==> src/rtl/gpio_pair_ctl.sv <==
module gpio_pair_ctl #(
  parameter int PORT_W = 8,
  parameter int ADDR_W = 6,
  parameter logic [ADDR_W-1:0] BASE_OFS = 6'h28
) (
  input  logic                  clk,
  input  logic                  por_n,
  input  logic                  sys_rst_n,
  input  logic                  sel,
  input  logic                  wr,
  input  logic [ADDR_W-1:0]     addr,
  input  logic [1:0]            be,
  input  logic [2*PORT_W-1:0]   wdata,
  output logic [2*PORT_W-1:0]   rdata,
  output logic                  rvalid,
  input  logic [PORT_W-1:0]     g_pad_in,
  input  logic [PORT_W-1:0]     h_pad_in,
  output logic [PORT_W-1:0]     g_out,
  output logic [PORT_W-1:0]     g_oe,
  output logic [PORT_W-1:0]     h_out,
  output logic [PORT_W-1:0]     h_oe
);
  localparam int BUS_W = 2*PORT_W;
  localparam logic [ADDR_W-2:0] OUT_IDX = BASE_OFS[ADDR_W-1:1];
  localparam logic [ADDR_W-2:0] PIN_IDX = OUT_IDX + 1'b1;
  localparam logic [ADDR_W-2:0] DIR_IDX = OUT_IDX + 2'd2;

  logic rst_any_n;
  logic [ADDR_W-2:0] widx;
  logic wr_ok, wr_out, wr_dir;
  logic [PORT_W-1:0] g_lat, h_lat, g_dir, h_dir;
  logic [PORT_W-1:0] g_s1, g_s2, h_s1, h_s2;
  logic [BUS_W-1:0] rd_word;
  wire unused_lsb = addr[0];

  assign rst_any_n = por_n & sys_rst_n;
  assign widx   = addr[ADDR_W-1:1];
  assign wr_ok  = sel & wr & sys_rst_n;
  assign wr_out = wr_ok && (widx == OUT_IDX);
  assign wr_dir = wr_ok && (widx == DIR_IDX);

  assign g_out = g_lat;
  assign h_out = h_lat;
  assign g_oe  = g_dir;
  assign h_oe  = h_dir;

  // Output latches: only power-on reset touches them
  always_ff @(posedge clk or negedge por_n) begin
    if (!por_n) begin
      g_lat <= '0;
      h_lat <= '0;
    end else if (wr_out) begin
      if (be[1]) g_lat <= wdata[BUS_W-1:PORT_W];
      if (be[0]) h_lat <= wdata[PORT_W-1:0];
    end
  end

  always_ff @(posedge clk or negedge rst_any_n) begin
    if (!rst_any_n) begin
      g_dir <= '0;
      h_dir <= '0;
    end else if (wr_dir) begin
      if (be[1]) g_dir <= wdata[BUS_W-1:PORT_W];
      if (be[0]) h_dir <= wdata[PORT_W-1:0];
    end
  end

  always_ff @(posedge clk or negedge rst_any_n) begin
    if (!rst_any_n) begin
      g_s1 <= '0; g_s2 <= '0;
      h_s1 <= '0; h_s2 <= '0;
    end else begin
      g_s1 <= g_pad_in; g_s2 <= g_s1;
      h_s1 <= h_pad_in; h_s2 <= h_s1;
    end
  end

  always_comb begin
    unique case (widx)
      OUT_IDX: rd_word = {g_lat, h_lat};
      PIN_IDX: rd_word = {g_s2, h_s2};
      DIR_IDX: rd_word = {g_dir, h_dir};
      default: rd_word = '0;
    endcase
  end

  always_ff @(posedge clk or negedge rst_any_n) begin
    if (!rst_any_n) begin
      rdata  <= '0;
      rvalid <= 1'b0;
    end else begin
      rvalid <= sel & ~wr;
      if (sel && !wr) rdata <= rd_word;
    end
  end


  dir_clear_chk: assert property (@(posedge clk) disable iff (!por_n)
    !sys_rst_n |-> (g_oe == '0 && h_oe == '0));


  latch_hold_chk: assert property (@(posedge clk) disable iff (!por_n)
    !sys_rst_n |=> ($stable(g_out) && $stable(h_out)));


  pin_wr_ignored_chk: assert property (@(posedge clk) disable iff (!rst_any_n)
    (sel && wr && widx == PIN_IDX) |=>
      ($stable(g_out) && $stable(h_out) && $stable(g_oe) && $stable(h_oe)));


  lane_g_keep_chk: assert property (@(posedge clk) disable iff (!rst_any_n)
    (sel && wr && !be[1]) |=> ($stable(g_out) && $stable(g_oe)));


  lane_h_keep_chk: assert property (@(posedge clk) disable iff (!rst_any_n)
    (sel && wr && !be[0]) |=> ($stable(h_out) && $stable(h_oe)));


  rvalid_follow_chk: assert property (@(posedge clk) disable iff (!rst_any_n)
    (sel && !wr) |=> rvalid);
endmodule

==> config.mk <==
export PLATFORM = sky130hd
export DESIGN_NAME = gpio_pair_ctl
export DESIGN_NICKNAME = d
export VERILOG_FILES = /design/src/rtl/gpio_pair_ctl.sv
export SDC_FILE = /design/constraint.sdc
export NUM_CORES = 1
export LEC_CHECK = 0
export BUFFER_PORTS_ARGS = -buffer_cell sky130_fd_sc_hd__clkbuf_2
export CAP_MARGIN = 15
export CORE_ASPECT_RATIO = 0.5
export CORE_MARGIN = 5
export CORE_UTILIZATION = 33
export CTS_CLUSTER_DIAMETER = 40
export CTS_CLUSTER_SIZE = 12
export DETAILED_ROUTE_END_ITERATION = 12
export GPL_TIMING_DRIVEN = 0
export MAX_ROUTING_LAYER = met4
export PLACE_DENSITY = 0.61
export SLEW_MARGIN = 20
export SYNTH_ARGS = -nofsm -noshare
export SYNTH_HDL_FRONTEND = slang
export SYNTH_SLANG_ARGS = --single-unit
export TNS_END_PERCENT = 30
==> constraint.sdc <==
create_clock -name clk -period 2.5 [get_ports clk]
set_input_delay 0.625 -clock clk [delete_from_list [all_inputs] [get_ports clk]]
set_output_delay 0.625 -clock clk [all_outputs]
set_load 0.005 [all_outputs]
==> results of run 1 <==
power by group through the flow:
| stage | Combinational [mW] | Clock [mW] | Sequential (mW) |
|---|---|---|---|
| 6_report | 0.189 | 1.47 | 1.40 |
| 5_1_grt | 0.212 | 1.56 | 1.40 |
| 4_1_cts | 0.194 | 1.50 | 1.40 |
| 3_5_place_dp | 0.194 | 0 | 1.42 |
| 3_3_place_gp | 0.181 | 0 | 1.42 |
| 2_1_floorplan | 0.0822 | 0 | 1.42 |
cell type report:
| type | instances | area [sq um] | area share [%] |
|---|---|---|---|
| clock buffers | 11 | 233 | 5.91 |
| plain buffers | 12 | 68.8 | 1.75 |
| clock inverters | 5 | 104 | 2.64 |
| repair buffers | 92 | 483 | 12.3 |
| flip-flops and latches | 81 | 2030 | 51.4 |
| inverters | 1 | 3.75 | 0.0953 |
| well taps | 117 | 146 | 3.72 |
| multi-input cells | 104 | 875 | 22.2 |
cell usage in the layout, fill, tap and decap left out, types with 2 or more instances in the layout:
master	instances
clkbuf_16	9
and4_1	2
mux2i_1	5
mux2_2	32
clkbuf_1	6
nand4_2	2
a22oi_1	11
dfrtp_1	81
o2bb2ai_1	5
buf_2	4
bufinv_16	3
o211ai_1	7
a22o_1	5
nand3_1	4
o221ai_1	4
clkbuf_2	91
nand2_1	12
nand4_1	7
buf_4	3
worst paths after layout:
| check | end | cells past startpoint | from | slack, ns |
|---|---|---|---|---|
| worst max-delay path | h_oe[5] | 6 | addr[2] | 0.86 |
| worst min-delay path | h_out[3] | 1 | por_n | 0.26 |
| worst max register to register | rdata[5] | 3 | h_out[5] | 1.54 |
| worst min register to register | h_s2[7] | 0 | h_s1[7] | 0.35 |
| max in group asynchronous | rdata[14] | 3 | por_n | 1.24 |
| min in group clk | h_s2[7] | 0 | h_s1[7] | 0.35 |
worst max-delay path, stage by stage:
cell      delay, ns
clkbuf_2       0.19
nor2b_2        0.18
buf_6          0.14
and4_1         0.19
buf_4          0.18
mux2_2         0.36
per-stage QoR:
step                worst slack (ns)  power, mW  utilization (%)  TNS, ns
finish                         0.857       3.06             45.1        0
global route                   0.765       3.17             45.1        0
CTS                            0.847       3.09             45.1        0
detailed placement             0.497       1.61             41.2        0
global placement             -0.0681       1.60             40.9    -4.30
floorplan                      0.719       1.50                -        0
layer usage:
layer,routed length [um],up-vias
met4,82,0
met3,355,10
met2,4050,51
li1,-,938
met5,0,-
met1,3080,1022
kinds of logic after synthesis:
group / Yosys count
simple gates: 35
buf+inv: 13
flops: 81
mux: 37
compound gates: 32
==> results.md, run 1 <==
* # fillers at 787
* Final number of max-transition violations at 0
* Synth Area in Compound Gates at 8.67%
* PostCTS Resize Cnt at 0
* Postcts setup bufs at 0
* Htree depth at 3
* Main synth FF type: dfrtp_1
* Cell area after synthesis at 2970 sq um
* Fin area at 3940 sq um
* Synthesized area per cell at 15.0 sq um
* Synth Area in Simple Gates at 6.86%
* Die Y at 77.1 um
* Cell variety after synth at 25
* Sw Share at 20.6%
* Die area at 11100 sq um
* Die W at 144 um
* Min Hold Slack at 0.257 ns
* M3 GR Usage at 3.29%
* Port bufs at 91
* Synth Area in Adders at 0%
* Seq/Total Area, Yosys at 68.2%
* RD Place Congestion at 0.711
* DP HPWL at 5.49 mm
* CTS Sinks at 81
* Internal power at 2.43 mW
* Peak supply drop at 0.372 mV
* CTS tree: yes
* Max FO, Critical Path at 9
* Worst-Skew Late Latency at 0.33 ns
* HP Class: input pin to asynchronous set/reset pin
* Total gr overflow at 0
* Synth warnings at 0
* Clk slew on worst S/H paths at 0.06 ns
* Max reg flops at 16
* Worst-margin pin slew at 0.551 ns
* Most frequent cell after synthesis: dfrtp_1
* Worst clock skew at 0.00539 ns
* Critical path class: input pin to register
* Max-Cap Viols at 0
* Vias at 2021
* Initial antenna violation count at 0
* Total GRT Usage at 14.6%
* Area growth, synth to finish at 32.6%
* Root Driver: clkbuf_16
* Worst setup SP type: input pin
* Layout Nets at 346
* Endpoints failing setup at 0
* FF+latch count, synth at 81
* Clk pwr share at 48.1%
* EDFF count, synth at 0
* Via/cell ratio at 4.78
* Status: complete, no violations
* I/O pin count at 94
* Post-Synth XOR/XNOR Area at 0%
* Async SR Flop Fraction at 100%
* Grt met2 use at 25.1%
* Ant. Diodes at 0
* Hold Vio Cnt, Final at 0
* Synthesized Nets at 243
* Most instantiated cells after synthesis: dfrtp_1 (81), mux2_2 (32), nand2_1 (12)
* Met1 Track Usage GR at 16.8%
* Core area at 8740 sq um
* Share of cells above drive strength 1 at 49.0%
* Cell count after synthesis at 198
* Via count of the first global-routing pass at 2273
* First-pass iteration count of the detailed router at 4
* Drt total wl at 7.56 mm
* ANT nets after route at 0
* Total CTS buffers at 9
* FP Rows at 24
* Crit path DAT at 1.85 ns
* Lkg Pwr at 2.02 nW
* Top cells by area, synth: dfrtp_1 (68%), mux2_2 (12%), a22oi_1 (2.8%)
* DR DRC count at 0
* Fin crit share at 65.7%
* Placed insts at 407
* Synth top area share at 68.2%
* Cell Count, Final, Fillers Out at 423
* DRT iter0 DRCs at 120
* Largest net degree at the start of global routing at 48
* WP data required at 2.71 ns
* PwrDens at 777 nW/um^2
* Psw at 631 uW
* Unrepaired setup endpoints after global routing: no
* Largest family of logic cells by synthesized area: multiplexers
* Grt peak-use layer: met2
* CTS Buffer Depth at 2
* Fmax at 609 MHz
* Worst rel slew slack at 63.3%
* Largest Register: rdata
* Comb power frac at 6.2%
* Sequential Power Share at 45.7%
* Area after DPL at 3600 sq um
* Drt wl/cell at 17.9 um
* First-pass GRT wire length at 12.2 mm
* Starting Density at 34.0%
* Mux contribution to synthesized area at 13.8%
* Post-synth top area cell: dfrtp_1
* CTS Hold Bufs at 0
* Final min period at 1.64 ns
* Nature of the critical path endpoint: register
Note: power is estimated with default switching activity, not from simulation.
==> inputs of run 2 (changes only) <==
==> constraint.sdc (replaced) <==
create_clock -name clk -period 1.33 [get_ports clk]
set_input_delay 0.3325 -clock clk [delete_from_list [all_inputs] [get_ports clk]]
set_output_delay 0.3325 -clock clk [all_outputs]
set_load 0.005 [all_outputs]
==> run 2 against run 1 <==
Net effect:
- clock skew about the same
- via count grew 3.4%
- global-route usage up 0.32 points
- die area unchanged
- first-iteration DRC count is 14% higher
- cell count grew 0.47%
- register-to-register slack lost 1.2 ns
- sequential cell count is the same
- sequential power up 88%
- sequential share of layout area decreased by 0.87 points
==> results.md, run 2 (synthesis gave the netlist of run 1 again) <==
* Worst-Skew Late Latency at 0.33 ns
* Unrepaired setup endpoints after global routing: yes
* Layout Nets at 348
* Comb power frac at 6.7%
* Worst Hold Launch: g_pad_in[3]
* FF-to-FF Start: h_out[5]
* First-pass GRT wire length at 12.4 mm
* Ant. Diodes at 0
* Max reg flops at 16
* Fmax at 762 MHz
* DP Worst Slack at -0.333 ns
* Starting Density at 34.0%
* Critical path class: input pin to register
* Worst rel slew slack at 40.5%
* Hold Vio Cnt, Final at 0
* Min Hold Slack at 0.104 ns
* Internal power at 4.39 mW
* DRT iter0 DRCs at 137
* Fin area at 4010 sq um
* Lkg Pwr at 2.04 nW
* Peak supply drop at 0.614 mV
* Cell Count, Final, Fillers Out at 425
* ANT nets after route at 0
* Commonest non-fill, non-tap cell in the layout: clkbuf_2
* Max-Cap Viols at 0
* Nature of the critical path endpoint: register
* Share of cells above drive strength 1 at 50.0%
* CP startpoint: addr[2]
* Largest net degree at the start of global routing at 66
* Clk pwr share at 46.3%
* CTS Buffer Depth at 2
* FP Rows at 24
* Final number of max-transition violations at 0
* Area growth, synth to finish at 34.9%
* WP data required at 1.54 ns
* Largest Register: rdata
* Setup WS post-layout at 0.0177 ns
* Root Driver: clkbuf_16
* Die area at 11100 sq um
* Initial antenna violation count at 0
* HP Class: input pin to register
* Vias at 2090
* Design Power at 5.59 mW
* Drt total wl at 7.86 mm
* RD Place Congestion at 0.714
* Htree depth at 3
* Psw at 1.20 mW
* Die Y at 77.1 um
* Max FO, Critical Path at 8
* Total CTS buffers at 9
* PwrDens at 1390 nW/um^2
* Hold Path Depth at 1
* DR DRC count at 0
* Sequential Power Share at 47.0%
* DP HPWL at 5.58 mm
* Core area at 8740 sq um
* Die W at 144 um
* Worst-margin pin slew at 0.893 ns
* Fin crit share at 98.7%
* Via count of the first global-routing pass at 2374
* Setup_tns at 0 ns
* Total gr overflow at 0
* R2r worst-path depth at 3
* Worst clock skew at 0.00567 ns
* Endpoints failing setup at 0
* Port bufs at 91
* Status: complete, no violations
* Total GRT Usage at 14.9%
* Area after DPL at 3660 sq um
* CTS tree: yes
* Drt wl/cell at 18.5 um
* Placed insts at 406
* Final min period at 1.31 ns
* Util after Layout at 45.9%
* Worst setup SP type: input pin
* I/O pin count at 94
* First-pass iteration count of the detailed router at 4
* Sw Share at 21.5%
* Clk slew on worst S/H paths at 0.06 ns
* CTS Sinks at 81
* Commonest non-fill, non-tap cells in the layout: clkbuf_2 (92), dfrtp_1 (81), mux2_2 (16), mux2_4 (16), nand2_1 (12)
* Via/cell ratio at 4.92
* Crit path DAT at 1.52 ns
-- run 2: changes by cell type in the layout (fill, tap and decap cells not counted), sizes merged --
cell	before	now
clkinv	3	1
dlymetal6s4s	0	1
bufinv	3	2
buf	9	10
clkinvlp	0	3
-- run 2: what timing repair did --
item                                   in CTS  in global routing
setup endpoints to repair                   0                 58
gates resized for setup                     0                  8
hold buffers                                1                  0
setup buffers                               0                  2
endpoints found under the hold margin      16                  0
-- run 2: layer usage --
layer  part of all wire [%]  vias to the layer above  global-route usage [%]
met5                      0                        -                       -
met2                     55                       41                    25.4
met3                    2.2                       12                    3.36
met4                    1.3                        0                    4.28
li1                       -                      938                       -
met1                     42                     1099                    17.8
-- run 2: final cells by class --
cell class | instances | area [sq um]
Inverter | 1 | 7.51
Sequential cell | 81 | 2030
Buffer | 12 | 88.8
Multi-Input combinational cell | 104 | 940
Clock buffer | 11 | 233
Clock inverter | 5 | 80.1
Fill cell | 764 | 4730
Timing Repair Buffer | 94 | 485
Tap cell | 117 | 146
-- run 2: worst paths after layout --
kind | to | slack (ns)
hold / removal | g_s1[3] | 0.10
min in group asynchronous | g_s1[4] | 0.25
max in group asynchronous | h_out[3] | 0.47
hold reg to reg | g_s2[6] | 0.35
setup / recovery | g_out[5] | 0.02
setup reg to reg | rdata[5] | 0.36
-- run 2: worst max-delay path: stages --
cell      delay, ns
clkbuf_4       0.16
nor2_1         0.29
nand4_2        0.36
mux2_2         0.39
-- run 2: power by group through the flow --
stage	clock network [mW]	logic (mW)	registers (mW)
2_1_floorplan	0	0.174	2.66
3_3_place_gp	0	0.360	2.67
3_5_place_dp	0	0.372	2.67
4_1_cts	2.60	0.377	2.63
5_1_grt	2.71	0.420	2.64
6_report	2.59	0.377	2.63
==> inputs of run 3 (changes only) <==
--- a/config.mk
+++ b/config.mk
@@ -7,6 +7,8 @@
 export LEC_CHECK = 0
 export BUFFER_PORTS_ARGS = -buffer_cell sky130_fd_sc_hd__clkbuf_2
 export CAP_MARGIN = 15
+export CELL_PAD_IN_SITES_DETAIL_PLACEMENT = 0
+export CELL_PAD_IN_SITES_GLOBAL_PLACEMENT = 1
 export CORE_ASPECT_RATIO = 0.5
 export CORE_MARGIN = 5
 export CORE_UTILIZATION = 33
@@ -15,7 +17,7 @@
 export DETAILED_ROUTE_END_ITERATION = 12
 export GPL_TIMING_DRIVEN = 0
 export MAX_ROUTING_LAYER = met4
-export PLACE_DENSITY = 0.61
+export PLACE_DENSITY = 0.72
 export SLEW_MARGIN = 20
 export SYNTH_ARGS = -nofsm -noshare
 export SYNTH_HDL_FRONTEND = slang
==> run 3 against run 2 <==
Net effect:
- setup slack improved by 0.018 ns
- worst hold slack improved by 0.0014 ns
- clock power decreased by 5%
- cell count unchanged
- non-clock buffer count decreased by 1
- wire length increased by 0.25%
- clock skew decreased by 0.0020 ns
- critical path depth increased by 2
- first-iteration DRC count decreased by 12%
- utilization increased by 0.10 points
- maximum frequency increased by 1.4%
- highest routed layer unchanged
==> results.md, run 3 (synthesis gave the netlist of run 1 again) <==
* Core area at 8740 sq um
* Worst path most repeated cell: buf_6
* CP startpoint: addr[2]
* Final number of max-transition violations at 0
* Max-Cap Viols at 0
* DP Worst Slack at -0.374 ns
* Drt wl/cell at 18.5 um
* Status: complete, no violations
* Port bufs at 91
* FP Rows at 24
* CTS Buffer Depth at 2
* Setup WS post-layout at 0.0360 ns
* Starting Density at 34.0%
* Total GRT Usage at 15.0%
* Endpoints failing setup at 0
* CTS Sinks at 81
* Placed insts at 406
* Initial antenna violation count at 0
* I/O pin count at 94
* Crit path DAT at 1.50 ns
* Max reg flops at 16
* First-pass iteration count of the detailed router at 4
* Die Y at 77.1 um
* Cell Count, Final, Fillers Out at 425
* Buf/Inv on CP at 3
* Util after Layout at 46.0%
* Design Power at 5.46 mW
* Drt total wl at 7.88 mm
* WP data required at 1.54 ns
* Clk slew on worst S/H paths at 0.06 ns
* Share of cells above drive strength 1 at 50.0%
* Unrepaired setup endpoints after global routing: no
* Final min period at 1.29 ns
* PwrDens at 1360 nW/um^2
* FF-to-FF Start: h_out[2]
* First-pass GRT wire length at 12.4 mm
* Setup_tns at 0 ns
* Worst-margin pin slew at 0.776 ns
* Hold Vio Cnt, Final at 0
* Fin crit share at 97.3%
* Total gr overflow at 0
* # fillers at 799
* Worst-Skew Late Latency at 0.33 ns
* Via count of the first global-routing pass at 2284
* Cell family with the largest share of critical-path delay: buffers and inverters
* DP HPWL at 5.48 mm
* CP max stage cell: mux2_4
* Area growth, synth to finish at 35.2%
* DR DRC count at 0
* ANT nets after route at 0
* Root Driver: clkbuf_16
* Largest Register: rdata
* Total CTS buffers at 9
* Worst setup SP type: input pin
* DRT iter0 DRCs at 120
* Nature of the critical path endpoint: register
* Largest net degree at the start of global routing at 34
* Max FO, Critical Path at 9
* Critical path cell sequence: clkbuf_4, nor2b_4, buf_6, and4_1, buf_6, mux2_4
* RD Place Congestion at 0.753
* Peak supply drop at 0.684 mV
* HP Class: input pin to asynchronous set/reset pin
* CTS tree: yes
* Area after DPL at 3660 sq um
* Via/cell ratio at 4.91
* Htree depth at 3
* Commonest non-fill, non-tap cell in the layout: clkbuf_2
* Die area at 11100 sq um
* Fin area at 4020 sq um
* Critical path class: input pin to register
* Worst rel slew slack at 48.3%
* Commonest non-fill, non-tap cells in the layout: clkbuf_2 (92), dfrtp_1 (81), mux2_2 (16), mux2_4 (16), nand2_1 (12)
* Lkg Pwr at 2.01 nW
* Fmax at 773 MHz
* Ant. Diodes at 0
* Worst clock skew at 0.00366 ns
* Layout Nets at 348
* Die W at 144 um
* Min Hold Slack at 0.105 ns
* Vias at 2087
* Critical Path Max Stage Delay at 0.31 ns
[run 3: path summary, 6_finish.rpt]
kind	to	slack, ns	cells past startpoint
setup / recovery	g_oe[3]	0.04	6
hold / removal	g_s2[7]	0.10	2
setup reg to reg	rdata[2]	0.35	3
hold reg to reg	g_s2[7]	0.35	0
max in group asynchronous	h_out[0]	0.30	2
min in group clk	h_s1[2]	0.11	1
[run 3: cell type report]
cell class              instances  area, sq um  area share [%]
flip-flops and latches         81         2030            50.5
multi-input cells             105          967            24.1
repair buffers                 93          478            11.9
clock buffers                  12          246            6.14
well taps                     117          146            3.64
plain buffers                  12         91.3            2.27
clock inverters                 4         52.6            1.31
inverters                       1         7.51           0.187
[run 3: power breakdown]
part / switching [mW] / internal [mW]
clock network: 0.942 / 1.51
registers: 0.0608 / 2.57
logic: 0.206 / 0.178
total: 1.21 / 4.25
[run 3: repair_timing]
action,CTS,global route
setup endpoints to repair,77,42
gates resized for setup,0,11
pin swaps,1,0
hold buffers,2,0
hold endpoints to repair,9,0
gates cloned,1,0
setup buffers,0,0
[run 3: per-layer routing]
metal | GRT usage, % | part of all wire [%] | vias up
met2 | 24.4 | 53 | 54
met5 | - | 0 | -
met4 | 4.38 | 0.43 | 0
met3 | 3.54 | 3.2 | 2
li1 | - | - | 941
met1 | 18.9 | 43 | 1090
[run 3: worst reg2reg max path: stages (launching register included)]
cell	delay (ns)
dfrtp_1	0.40
mux2i_1	0.18
o2bb2ai_1	0.10
a22o_1	0.19
